===== config.mk =====
export PLATFORM = sky130hd
export DESIGN_NAME = cec_regif
export DESIGN_NICKNAME = d
export VERILOG_FILES = /design/src/rtl/cec_regif_pkg.sv /design/src/rtl/cec_tx_path.sv /design/src/rtl/cec_rx_path.sv /design/src/rtl/cec_irq_ctrl.sv /design/src/rtl/cec_regif.sv
export SDC_FILE = /design/constraint.sdc
export NUM_CORES = 1
export LEC_CHECK = 0
export BUFFER_PORTS_ARGS = -buffer_cell sky130_fd_sc_hd__buf_2
export CAP_MARGIN = 15
export CORE_AREA = 3 3 239 241
export DETAILED_ROUTE_END_ITERATION = 8
export DIE_AREA = 0 0 242 244
export PLACE_DENSITY = 0.55
export SLEW_MARGIN = 10
export SYNTH_ARGS = -nofsm -noshare
export SYNTH_HDL_FRONTEND = slang
export SYNTH_HIERARCHICAL = 1
export SYNTH_SLANG_ARGS = --single-unit

===== constraint.sdc =====
create_clock -name clk -period 4.56 [get_ports clk]
set_input_delay 0.456 -clock clk [delete_from_list [all_inputs] [get_ports clk]]
set_output_delay 0.456 -clock clk [all_outputs]
set_load 0.05 [all_outputs]

===== src/rtl/cec_regif_pkg.sv =====
package cec_regif_pkg;
  localparam int AW    = 5;
  localparam int DW    = 32;
  localparam int IRQ_N = 6;

  localparam logic [AW-1:0] A_CTRL   = 5'h00;
  localparam logic [AW-1:0] A_ADDR   = 5'h01;
  localparam logic [AW-1:0] A_TXLEN  = 5'h02;
  localparam logic [AW-1:0] A_TXGO   = 5'h03;
  localparam logic [AW-1:0] A_ISTAT  = 5'h04;
  localparam logic [AW-1:0] A_IMASK  = 5'h05;
  localparam logic [AW-1:0] A_ICLR   = 5'h06;
  localparam logic [AW-1:0] A_RXSTAT = 5'h07;
  localparam logic [AW-1:0] A_RXREL  = 5'h08;
  localparam logic [AW-1:0] A_TXBUF  = 5'h10;
  localparam logic [AW-1:0] A_RXBUF  = 5'h18;

  localparam int SB_DONE = 0;
  localparam int SB_NACK = 1;
  localparam int SB_LERR = 2;
  localparam int SB_ARB  = 3;
  localparam int SB_EOM  = 4;
  localparam int SB_OVR  = 5;
endpackage


===== src/rtl/cec_tx_path.sv =====
module cec_tx_path #(
  parameter int MSG_BYTES = 16,
  parameter int LEN_W     = $clog2(MSG_BYTES),
  parameter int WIDX_W    = LEN_W - 2
) (
  input  logic              clk,
  input  logic              rst_n,
  input  logic              wr_en,
  input  logic [WIDX_W-1:0] wr_word,
  input  logic [31:0]       wr_data,
  input  logic              len_we,
  input  logic [LEN_W-1:0]  len_d,
  input  logic              go_i,
  input  logic              en_i,
  input  logic              outcome_i,
  input  logic [WIDX_W-1:0] rd_word,
  output logic [31:0]       rd_data,
  output logic [LEN_W-1:0]  len_q,
  output logic              tx_valid,
  input  logic              tx_ready,
  output logic [7:0]        tx_byte,
  output logic              tx_last
);
  logic [7:0]       buf_q [MSG_BYTES];
  logic [LEN_W-1:0] idx_q;
  logic             busy_q, stream_q;
  logic             start;

  assign start = go_i & en_i & ~busy_q;

  always_ff @(posedge clk) begin
    if (!rst_n) begin
      for (int i = 0; i < MSG_BYTES; i++) buf_q[i] <= '0;
    end else if (wr_en) begin
      for (int b = 0; b < 4; b++)
        buf_q[{wr_word, b[1:0]}] <= wr_data[8*b +: 8];
    end
  end

  always_ff @(posedge clk) begin
    if (!rst_n) begin
      len_q    <= '0;
      idx_q    <= '0;
      busy_q   <= 1'b0;
      stream_q <= 1'b0;
    end else begin
      if (len_we) len_q <= len_d;
      if (start) begin
        busy_q   <= 1'b1;
        stream_q <= 1'b1;
        idx_q    <= '0;
      end else if (stream_q && tx_ready) begin
        if (idx_q == len_q) stream_q <= 1'b0;
        else                idx_q    <= idx_q + 1'b1;
      end
      if (outcome_i && busy_q && !start) begin
        busy_q   <= 1'b0;
        stream_q <= 1'b0;
      end
    end
  end

  assign tx_valid = stream_q;
  assign tx_byte  = buf_q[idx_q];
  assign tx_last  = stream_q & (idx_q == len_q);

  for (genvar b = 0; b < 4; b++) begin : g_rd
    assign rd_data[8*b +: 8] = buf_q[{rd_word, 2'(b)}];
  end

  assert_hold_R3: assert property (@(posedge clk) disable iff (!rst_n)
    (tx_valid && !tx_ready && !outcome_i) |=> (tx_valid && $stable(tx_byte) && $stable(tx_last)));

  assert_start_R4: assert property (@(posedge clk) disable iff (!rst_n)
    $rose(stream_q) |-> $past(go_i && en_i));
endmodule


===== src/rtl/cec_rx_path.sv =====
module cec_rx_path #(
  parameter int MSG_BYTES = 16,
  parameter int LEN_W     = $clog2(MSG_BYTES),
  parameter int WIDX_W    = LEN_W - 2
) (
  input  logic              clk,
  input  logic              rst_n,
  input  logic              en_i,
  input  logic              byte_valid,
  input  logic [7:0]        byte_i,
  input  logic              last_i,
  input  logic              release_i,
  input  logic [WIDX_W-1:0] rd_word,
  output logic [31:0]       rd_data,
  output logic [LEN_W-1:0]  len_q,
  output logic              locked_q,
  output logic              eom_o,
  output logic              ovr_o
);
  localparam logic [LEN_W:0] FULL = (LEN_W+1)'(MSG_BYTES);

  logic [7:0]     buf_q [MSG_BYTES];
  logic [LEN_W:0] wptr_q;
  logic           in_msg_q, drop_q;
  logic           take, drop_now, store;

  assign take     = en_i & byte_valid;
  assign drop_now = in_msg_q ? drop_q : locked_q;
  assign store    = take & ~drop_now & (wptr_q < FULL);
  assign eom_o    = take & last_i & ~drop_now;
  assign ovr_o    = take & last_i & drop_now;

  always_ff @(posedge clk) begin
    if (!rst_n) begin
      for (int i = 0; i < MSG_BYTES; i++) buf_q[i] <= '0;
    end else if (store) begin
      buf_q[wptr_q[LEN_W-1:0]] <= byte_i;
    end
  end

  always_ff @(posedge clk) begin
    if (!rst_n) begin
      wptr_q   <= '0;
      in_msg_q <= 1'b0;
      drop_q   <= 1'b0;
      locked_q <= 1'b0;
      len_q    <= '0;
    end else begin
      if (release_i) locked_q <= 1'b0;
      if (take) begin
        if (last_i) begin
          in_msg_q <= 1'b0;
          drop_q   <= 1'b0;
          wptr_q   <= '0;
          if (!drop_now) begin
            locked_q <= 1'b1;
            len_q    <= (wptr_q < FULL) ? wptr_q[LEN_W-1:0] : {LEN_W{1'b1}};
          end
        end else begin
          in_msg_q <= 1'b1;
          drop_q   <= drop_now;
          if (store) wptr_q <= wptr_q + 1'b1;
        end
      end
    end
  end

  for (genvar b = 0; b < 4; b++) begin : g_rd
    assign rd_data[8*b +: 8] = buf_q[{rd_word, 2'(b)}];
  end

  assert_locks_R8: assert property (@(posedge clk) disable iff (!rst_n)
    eom_o |=> locked_q);

  assert_lock_hold_R9: assert property (@(posedge clk) disable iff (!rst_n)
    (locked_q && !release_i) |=> (locked_q && $stable(len_q)));

  assert_release_R10: assert property (@(posedge clk) disable iff (!rst_n)
    (release_i && !eom_o) |=> !locked_q);
endmodule


===== src/rtl/cec_irq_ctrl.sv =====
module cec_irq_ctrl #(
  parameter int N = 6
) (
  input  logic         clk,
  input  logic         rst_n,
  input  logic [N-1:0] ev_i,
  input  logic         clr_we,
  input  logic [N-1:0] clr_d,
  input  logic         mask_we,
  input  logic [N-1:0] mask_d,
  output logic [N-1:0] stat_q,
  output logic [N-1:0] mask_q,
  output logic         irq_o
);
  logic [N-1:0] clr_bits;
  assign clr_bits = clr_we ? clr_d : '0;

  always_ff @(posedge clk) begin
    if (!rst_n) begin
      stat_q <= '0;
      mask_q <= '0;
    end else begin
      stat_q <= (stat_q & ~clr_bits) | ev_i;
      if (mask_we) mask_q <= mask_d;
    end
  end

  assign irq_o = |(stat_q & mask_q);

  assert_set_wins_R7: assert property (@(posedge clk) disable iff (!rst_n)
    (|ev_i) |=> ((stat_q & $past(ev_i)) == $past(ev_i)));

  assert_sticky_R7: assert property (@(posedge clk) disable iff (!rst_n)
    (!clr_we) |=> ((stat_q & $past(stat_q)) == $past(stat_q)));

  assert_masked_off_R6: assert property (@(posedge clk) disable iff (!rst_n)
    (mask_q == '0) |-> !irq_o);
endmodule


===== src/rtl/cec_regif.sv =====
module cec_regif
  import cec_regif_pkg::*;
#(
  parameter int MSG_BYTES = 16
) (
  input  logic          clk,
  input  logic          rst_n,
  input  logic          bus_valid,
  input  logic          bus_write,
  input  logic [AW-1:0] bus_addr,
  input  logic [DW-1:0] bus_wdata,
  output logic          bus_rvalid,
  output logic [DW-1:0] bus_rdata,
  output logic          tx_valid,
  input  logic          tx_ready,
  output logic [7:0]    tx_byte,
  output logic          tx_last,
  input  logic          ev_done,
  input  logic          ev_nack,
  input  logic          ev_line_err,
  input  logic          ev_arb_lost,
  input  logic          rx_valid,
  output logic          rx_ready,
  input  logic [7:0]    rx_byte,
  input  logic          rx_last,
  input  logic [3:0]    rx_dest,
  output logic          ack_match,
  output logic          irq
);
  localparam int LEN_W  = $clog2(MSG_BYTES);
  localparam int WORDS  = MSG_BYTES / 4;
  localparam int WIDX_W = $clog2(WORDS);

  logic wr, rd, hit_tx, hit_rx;
  logic en_q, autoack_q;
  logic [15:0] addr_q;
  logic [WIDX_W-1:0] widx;
  logic [31:0] tx_rd, rx_rd, rd_mux;
  logic [LEN_W-1:0] tx_len, rx_len;
  logic rx_locked, rx_eom, rx_ovr;
  logic [IRQ_N-1:0] stat, mask, events;

  assign wr     = bus_valid & bus_write;
  assign rd     = bus_valid & ~bus_write;
  assign hit_tx = (bus_addr >= A_TXBUF) && (bus_addr < A_TXBUF + AW'(WORDS));
  assign hit_rx = (bus_addr >= A_RXBUF) && (bus_addr < A_RXBUF + AW'(WORDS));
  assign widx   = bus_addr[WIDX_W-1:0];

  always_ff @(posedge clk) begin
    if (!rst_n) begin
      en_q      <= 1'b0;
      autoack_q <= 1'b0;
      addr_q    <= '0;
    end else if (wr) begin
      if (bus_addr == A_CTRL) begin
        en_q      <= bus_wdata[0];
        autoack_q <= bus_wdata[1];
      end
      if (bus_addr == A_ADDR)
        addr_q <= (bus_wdata[15:0] == '0) ? '0 : (bus_wdata[15:0] | 16'h8000);
    end
  end

  cec_tx_path #(.MSG_BYTES(MSG_BYTES), .LEN_W(LEN_W), .WIDX_W(WIDX_W)) u_tx (
    .clk, .rst_n,
    .wr_en    (wr & hit_tx),
    .wr_word  (widx),
    .wr_data  (bus_wdata),
    .len_we   (wr && bus_addr == A_TXLEN),
    .len_d    (bus_wdata[LEN_W-1:0]),
    .go_i     (wr && bus_addr == A_TXGO && bus_wdata[0]),
    .en_i     (en_q),
    .outcome_i(ev_done | ev_nack | ev_line_err | ev_arb_lost),
    .rd_word  (widx),
    .rd_data  (tx_rd),
    .len_q    (tx_len),
    .tx_valid, .tx_ready, .tx_byte, .tx_last
  );

  cec_rx_path #(.MSG_BYTES(MSG_BYTES), .LEN_W(LEN_W), .WIDX_W(WIDX_W)) u_rx (
    .clk, .rst_n,
    .en_i      (en_q),
    .byte_valid(rx_valid),
    .byte_i    (rx_byte),
    .last_i    (rx_last),
    .release_i (wr && bus_addr == A_RXREL && bus_wdata[0]),
    .rd_word   (widx),
    .rd_data   (rx_rd),
    .len_q     (rx_len),
    .locked_q  (rx_locked),
    .eom_o     (rx_eom),
    .ovr_o     (rx_ovr)
  );

  always_comb begin
    events = '0;
    events[SB_DONE] = ev_done;
    events[SB_NACK] = ev_nack;
    events[SB_LERR] = ev_line_err;
    events[SB_ARB]  = ev_arb_lost;
    events[SB_EOM]  = rx_eom;
    events[SB_OVR]  = rx_ovr;
  end

  cec_irq_ctrl #(.N(IRQ_N)) u_irq (
    .clk, .rst_n,
    .ev_i   (events),
    .clr_we (wr && bus_addr == A_ICLR),
    .clr_d  (bus_wdata[IRQ_N-1:0]),
    .mask_we(wr && bus_addr == A_IMASK),
    .mask_d (bus_wdata[IRQ_N-1:0]),
    .stat_q (stat),
    .mask_q (mask),
    .irq_o  (irq)
  );

  always_comb begin
    rd_mux = '0;
    if (hit_tx)      rd_mux = tx_rd;
    else if (hit_rx) rd_mux = rx_rd;
    else begin
      case (bus_addr)
        A_CTRL:   rd_mux = {30'd0, autoack_q, en_q};
        A_ADDR:   rd_mux = {16'd0, addr_q};
        A_TXLEN:  rd_mux = 32'(tx_len);
        A_ISTAT:  rd_mux = 32'(stat);
        A_IMASK:  rd_mux = 32'(mask);
        A_RXSTAT: rd_mux = {24'd0, rx_locked, 7'(rx_len)};
        default:  rd_mux = '0;
      endcase
    end
  end

  always_ff @(posedge clk) begin
    if (!rst_n) begin
      bus_rvalid <= 1'b0;
      bus_rdata  <= '0;
    end else begin
      bus_rvalid <= rd;
      if (rd) bus_rdata <= rd_mux;
    end
  end

  assign rx_ready  = 1'b1;
  assign ack_match = en_q & autoack_q & addr_q[rx_dest];

  assert_bcast_R11: assert property (@(posedge clk) disable iff (!rst_n)
    (|addr_q) |-> addr_q[15]);

  assert_ack_gate_R12: assert property (@(posedge clk) disable iff (!rst_n)
    (!en_q || !autoack_q) |-> !ack_match);

  assert_rvalid_R1: assert property (@(posedge clk) disable iff (!rst_n)
    rd |=> bus_rvalid);
endmodule


==> metrics, run 1 <==
final hold vios=0; CTS tree=built; Tot GR Track Use=16.7%; Mean Syn Cell Area=13.2 um2; TNS Setup=0 ps; Worst Setup Start Kind=register; Tmin final=3380 ps; period utilization=74.2%; Detailed Route WL=49.7 mm; Net Switching=0.00172 W; PwrDens=383 mW/mm2; Worst Hold Class=primary input to register; Post-synth EDFFs=256; global-route wire length before repair=74.1 mm; CP Data Arrival Time=2930 ps; initial drt markers=1154; Synth Instances=1252; Worst Path Required=4100 ps; dominant synthesized flop cell=edfxtp_1; PortBufs=104; Setup WS post-layout=1180 ps; WL per Instance=23.3 um; initial antenna violation count=5; Distinct cells, synth=62; clk_skew=22.4 ps; RSZ-0062 raised after global routing=no; Synth top area share=46.4%; Remaining Overflow, GRT=0; DRT antenna net count=0; Net Sw Frac=23.2%; initial core utilization=30.1%; # IOs=106; Resized Gates After CTS=0; area leader, netlist=edfxtp_1; Worst Max-Slew Pin Slew=1120 ps; NumNets Final=1414; Synthesized Nets=1317; FF+latch count, synth=345; Async S/R FF share, synth=0%; Bufs on Longest Clock Path=3; Clock Power Share=44.2%; DIE WIDTH=242 um; Final Non-Filler Cells=2133; Tot Pwr=0.00739 W; Comb power frac=7.8%; max cap viols=0; CP max FO=32; Inserted Clock Buffers=40; Detailed Place HPWL=34.6 mm; status=completed; Leak=6.74 nW; Final GP Congestion=0.818; Root Driver=clkbuf_16; commonest non-fill, non-tap cell in the layout=edfxtp_1; total number of placement rows=86; H-tree levels=2; DRC=0; largest net degree at the start of global routing=65; core footprint=0.0551 mm2; most frequent cells in the layout=edfxtp_1 (256), nor2_1 (155), and2_1 (138), buf_2 (102), dfxtp_1 (88); post-CTS setup buffer count=0; Setup-failing EPs final=0; Internal=0.00567 W; floorplan die area=0.0590 mm2; clk sink count=345; critical setup path kind=register to primary output; Via density=5.15; max-slew violation count=0; Synth area leaders=edfxtp_1 (46%), mux4_2 (12%), dfxtp_1 (11%); vias in the first global route=11200; clk slew on worst S/H paths=60 ps; Seq/Total Area, Yosys=57.2%; CP Capture Type=primary output; Post-Syn Area=0.0166 mm2; Place WS=1630 ps; layout cells sized above 1=23.5%; Fmax=0.296 GHz; sequential power share=47.9%; Slew headroom=25.3%; DR vias=11000; drt pass-1 iters=6; Area growth, synth to finish=16.6%; DP Cell Count=2055; YS warnings=6; die height=244 um; Filler cells=5432; hold_buf cts=0; Max VDD drop=0.000229 V; latest clock arrival within the worst-skew pair=560 ps
-- per-layer routing --
| metal | share of wire (%) | vias to the layer above | global-route usage, % |
|---|---|---|---|
| li1 | - | 4873 | - |
| met1 | 41 | 5640 | 21.8 |
| met2 | 50 | 398 | 28.7 |
| met3 | 6.4 | 68 | 2.65 |
| met4 | 2.4 | 4 | 4.88 |
| met5 | 0.054 | - | 0 |
-- final cells by class --
type / instances / area, um2 / share of cell area [%]
clock buffer: 55 / 1140 / 5.91
inverter: 16 / 60.1 / 0.311
clock inverter: 19 / 199 / 1.03
multi-input combinational: 803 / 6630 / 34.3
sequential: 345 / 9470 / 49.0
antenna: 4 / 10.0 / 0.0518
tap: 748 / 936 / 4.84
timing repair buffer: 143 / 876 / 4.53
-- Yosys cell counts, types with 14 or more instances --
master	n
nor2_1	157
and2_1	138
inv_1	15
a21oi_1	26
mux4_2	85
buf_2	25
nand2_1	53
mux2i_1	48
a22oi_1	35
clkbuf_1	41
o21ai_0	49
nor2b_1	53
mux2_2	18
dfxtp_1	89
nand3_1	16
edfxtp_1	256
mux4_1	14
-- power groups by stage --
| stage | clock network (W) | logic (W) | registers [W] |
|---|---|---|---|
| after floorplan | 0 | 0.000302 | 0.00362 |
| after global placement | 0 | 0.000580 | 0.00361 |
| after detailed placement | 0 | 0.000583 | 0.00361 |
| after CTS | 0.00335 | 0.000585 | 0.00354 |
| after global routing | 0.00346 | 0.000614 | 0.00355 |
| final | 0.00327 | 0.000578 | 0.00354 |
-- registers in the layout, summed over array words and instances (netlist names), named ones only --
signal,cells
autoack_q,1
bus_rdata,32
u_irq/mask_q,6
u_tx/idx_q,4
u_irq/stat_q,6
en_q,1
u_tx/busy_q,1
u_tx/len_q,4
bus_rvalid,1
u_rx/drop_q,1
u_rx/len_q,4
u_tx/buf_q,128
u_rx/buf_q,128
u_rx/wptr_q,5
addr_q,16
u_rx/in_msg_q,1
u_tx/tx_valid,1
u_rx/locked_q,1
-- worst paths after layout --
path	from	endpoint	slack [ps]	cells after the start
max	register	tx_byte[7]	1180	4
min	ev_nack	u_irq/stat_q[1]	110	2
max reg2reg	en_q	u_rx/buf_q[14][2]	1740	5
min reg2reg	u_rx/drop_q	u_rx/drop_q	500	2
-- cells by family after synthesis --
kind of cell	synth area share, %
buffers and inverters	3.09
other	0.0226
flip-flops	57.2
adder cells (fa/ha/maj)	0.378
AO/OA/AOI/OAI	6.16
XOR/XNOR	0.264
AND/OR/NAND/NOR	14.8
multiplexers	18.1
-- per-stage QoR --
stage                     cell area [um2]  hold WS, ps  utilization, %
final                               19300          112            35.1
after global routing                19300          101            35.1
after CTS                           19300         77.5            35.0
after detailed placement            18000          489            32.6
after global placement              18000          475            32.6
after floorplan                     16600          450               -
-- worst max-delay path, cell delays in order, from the launching register on --
cell,delay [ps]
dfxtp_2,1010
mux4_4,730
a22oi_1,200
nand2_1,160
buf_2,250
Power figures use the tool's default switching activity.
==> inputs of run 2 (changes only) <==
--- a/config.mk
+++ b/config.mk
@@ -5,11 +5,12 @@
 export SDC_FILE = /design/constraint.sdc
 export NUM_CORES = 1
 export LEC_CHECK = 0
+export ABC_AREA = 1
 export BUFFER_PORTS_ARGS = -buffer_cell sky130_fd_sc_hd__buf_2
 export CAP_MARGIN = 15
-export CORE_AREA = 3 3 239 241
+export CORE_AREA = 3 3 242 244
 export DETAILED_ROUTE_END_ITERATION = 8
-export DIE_AREA = 0 0 242 244
+export DIE_AREA = 0 0 245 247
 export PLACE_DENSITY = 0.55
 export SLEW_MARGIN = 10
 export SYNTH_ARGS = -nofsm -noshare
==> constraint.sdc (replaced) <==
create_clock -name clk -period 3.39 [get_ports clk]
set_input_delay 0.339 -clock clk [delete_from_list [all_inputs] [get_ports clk]]
set_output_delay 0.339 -clock clk [all_outputs]
set_load 0.05 [all_outputs]
==> metrics, run 2 <==
Worst Hold Class=primary input to register; hold_ws=33.3 ps (-78.6 ps); FF-to-FF path depth=6 (+1); Reg2Reg Setup Slack=890 ps (-850 ps); layout cells sized above 1=13.5% (-9.9 points); RSZ-0062 raised after global routing=no; post-CTS setup buffer count=0 (unchanged); Seq/Total Area, Yosys=55.8% (-1.4 points); slowest cell delay on critical path=620 ps (-390 ps); CP Capture Type=primary output; Filler cells=5823 (+7.2%); beginning of the worst hold path=ev_done; largest registers=u_rx/buf_q x128, u_tx/buf_q x128, bus_rdata x32; period utilization=82.6%; floorplan die area=0.0605 mm2 (+2.5%); Comb power frac=8.5% (+0.7 points); Resized Gates After CTS=0 (unchanged); Bufs on Longest Clock Path=3 (unchanged); status=completed; Critical Path Most Common Cell=nand3_1; DRT antenna net count=0 (unchanged); Net Switching=0.00249 W (+45%); initial antenna violation count=2 (-3); Remaining Overflow, GRT=0 (unchanged); total number of placement rows=87 (+1.2%); sequential power share=48.4% (+0.5 points); Area growth, synth to finish=14.5%; Internal=0.00737 W (+30%); Post-synth EDFFs=256 (unchanged); Worst Path Required=3050 ps (-1050 ps); clk sink count=345 (unchanged); clk slew on worst S/H paths=60 ps (about the same); Tmin final=2800 ps; max cap viols=0 (unchanged); sink of the worst hold path=u_irq/stat_q[0]; area leader, netlist=edfxtp_1; reg-to-reg startpoint=en_q; Setup WS post-layout=590 ps (-587 ps); commonest non-fill, non-tap cell in the layout=nor2_1; PwrDens=507 mW/mm2 (+33%); Top delay family on crit path=flip-flops; Detailed Route WL=55.9 mm (+12%); Distinct cells, synth=42 (-32%); WL per Instance=20.1 um (-14%); DRC=0 (unchanged); Cells on Worst Hold Path=3 (+1); hold_buf cts=0 (unchanged); drt pass-1 iters=6 (unchanged); Setup-failing EPs final=0 (unchanged); # IOs=106 (unchanged); Net Sw Frac=25.2% (+2.0 points); YS warnings=6 (unchanged); max-slew violation count=0 (unchanged); vias in the first global route=13400 (+20%); Via density=5.11 (-0.69%); CP Data Arrival Time=2460 ps (-470 ps); cell count along the critical path=7 (+3); Reg area=0.00947 mm2 (about the same); final instance area=0.0194 mm2 (+0.65%); largest net degree at the start of global routing=66 (+1.5%); Fmax=0.357 GHz; PortBufs=104 (unchanged); H-tree levels=2 (unchanged); area of the multi-input gates=0.00621 mm2 (-6.3%); TNS Setup=0 ps (unchanged); Worst Setup Start Kind=register; initial drt markers=1522 (+32%); dominant synthesized flop cell=edfxtp_1; Place WS=959 ps (-674 ps); most numerous cell in the Yosys netlist=nor2_1; Slew headroom=32.0% (+6.7 points); NumNets Final=2058 (+46%); RR Endpoint=u_rx/buf_q[8][2]; Tot GR Track Use=18.0% (+1.3 points); Max VDD drop=0.000297 V (+29%); Tot Pwr=0.00986 W (+33%); Synth top area share=45.3% (-1.1 points); CTS tree=built; Clock Power Share=43.1% (-1.1 points); initial core utilization=30.0% (about the same); Leak=7.51 nW (+11%); Async S/R FF share, synth=0% (unchanged); Synthesized Nets=1999 (+52%); Root Driver=clkbuf_16; Inserted Clock Buffers=40 (unchanged); Mean Syn Cell Area=8.78 um2 (-34%); DR vias=14200 (+29%); Worst Max-Slew Pin Slew=1020 ps (-98.2 ps); die height=247 um (+1.2%); DP Area=0.0182 mm2 (+1.1%); critical setup path kind=register to primary output; clk_skew=29.0 ps (+6.68 ps); FF+latch count, synth=345 (unchanged); Synth top cells by count=nor2_1 (383), nand2_1 (258), edfxtp_1 (256), o21ai_0 (205), inv_1 (178); Antenna Cells=0 (-4); global-route wire length before repair=82.9 mm (+12%); Final GP Congestion=0.941 (+15%); DIE WIDTH=245 um (+1.2%); Detailed Place HPWL=38.4 mm (+11%); CP cell instances=buf_12, a21oi_1, o21ai_0, nand3_1, nand3_1, nand2_1, buf_2; CP max FO=65 (+100%); core footprint=0.0565 mm2 (+2.5%); WP buf/inv=2 (+1); latest clock arrival within the worst-skew pair=590 ps (+30 ps); CP max stage cell=dfxtp_4; most frequent cells in the layout=nor2_1 (382), nand2_1 (258), edfxtp_1 (256), o21ai_0 (205), inv_1 (178); final hold vios=0 (unchanged); Synth area leaders=edfxtp_1 (45%), dfxtp_1 (10%), nor2_1 (8.5%); Synth Instances=1934 (+54%); Post-Syn Area=0.0170 mm2 (+2.5%)
## run 2: cell count changes in the layout (fill, tap and decap cells not counted), sizes merged, moves of 45 or more
| cell | change |
|---|---|
| mux4 | -100 |
| nand3 | +68 |
| o22ai | +47 |
| nor3 | +45 |
| and2 | -139 |
| nor2 | +235 |
| nor2b | -53 |
| mux2i | -48 |
| nand2 | +222 |
| o21ai | +159 |
| inv | +170 |
| a21oi | +95 |
## run 2: final cells by class
cell class / count / area share, %
Inverter: 188 / 3.65
Timing Repair Buffer: 135 / 4.21
Clock inverter: 10 / 0.727
Clock buffer: 64 / 5.89
Multi-Input combinational cell: 1283 / 31.9
Tap cell: 756 / 4.86
Sequential cell: 345 / 48.7
## run 2: power groups by stage
stage	clock [W]	sequential, W	combinational (W)
after floorplan	0	0.00490	0.000432
after global placement	0	0.00486	0.000830
after detailed placement	0	0.00486	0.000836
after CTS	0.00435	0.00477	0.000839
after global routing	0.00450	0.00479	0.000911
final	0.00425	0.00477	0.000840
## run 2: worst max-delay path by stage
stage,slack [ps],start,endpoint
4_1_cts,620,register,tx_byte[1]
3_3_place_gp,960,bus_addr[2],u_tx/buf_q[2][3]
2_1_floorplan,900,bus_addr[4],u_tx/buf_q[0][0]
6_report,590,register,tx_byte[0]
3_5_place_dp,960,en_q,u_rx/buf_q[6][3]
5_1_grt,480,register,tx_byte[0]
## run 2: worst register-to-register path: stages, from the launching register on
cell and delay [ps]:
dfxtp_1 480, nand2_1 180, nor2_2 150, nand2_2 210, nor2_4 450, inv_2 510, nor3_1 330
## run 2: cell families (layout without fill, tap and decap cells)
family          count (synthesis)  count (layout)  share of synthesized area [%]
compound gates                444             444                           14.7
xor+xnor                        2               2                          0.103
fa+ha+maj                       5               5                          0.369
buf+inv                       306             397                           7.69
flops                         345             345                           55.8
other cells                     1               1                         0.0221
simple gates                  831             831                           21.3
## run 2: metal layers
layer  global-route usage (%)  vias up  share of wire [%]
li1                         -     6707                  -
met1                     23.9     6849                 42
met2                     29.7      576                 48
met3                     3.62       85                7.7
met4                     5.24        4                2.3
met5                        0        -              0.048
## run 2: through the flow
| stage | util, % | cells |
|---|---|---|
| after global placement | 32.1 | 2707 |
| after CTS | 34.4 | 2781 |
| after detailed placement | 32.1 | 2707 |
| after floorplan | - | 1934 |
| final | 34.4 | 2781 |
| after global routing | 34.4 | 2781 |
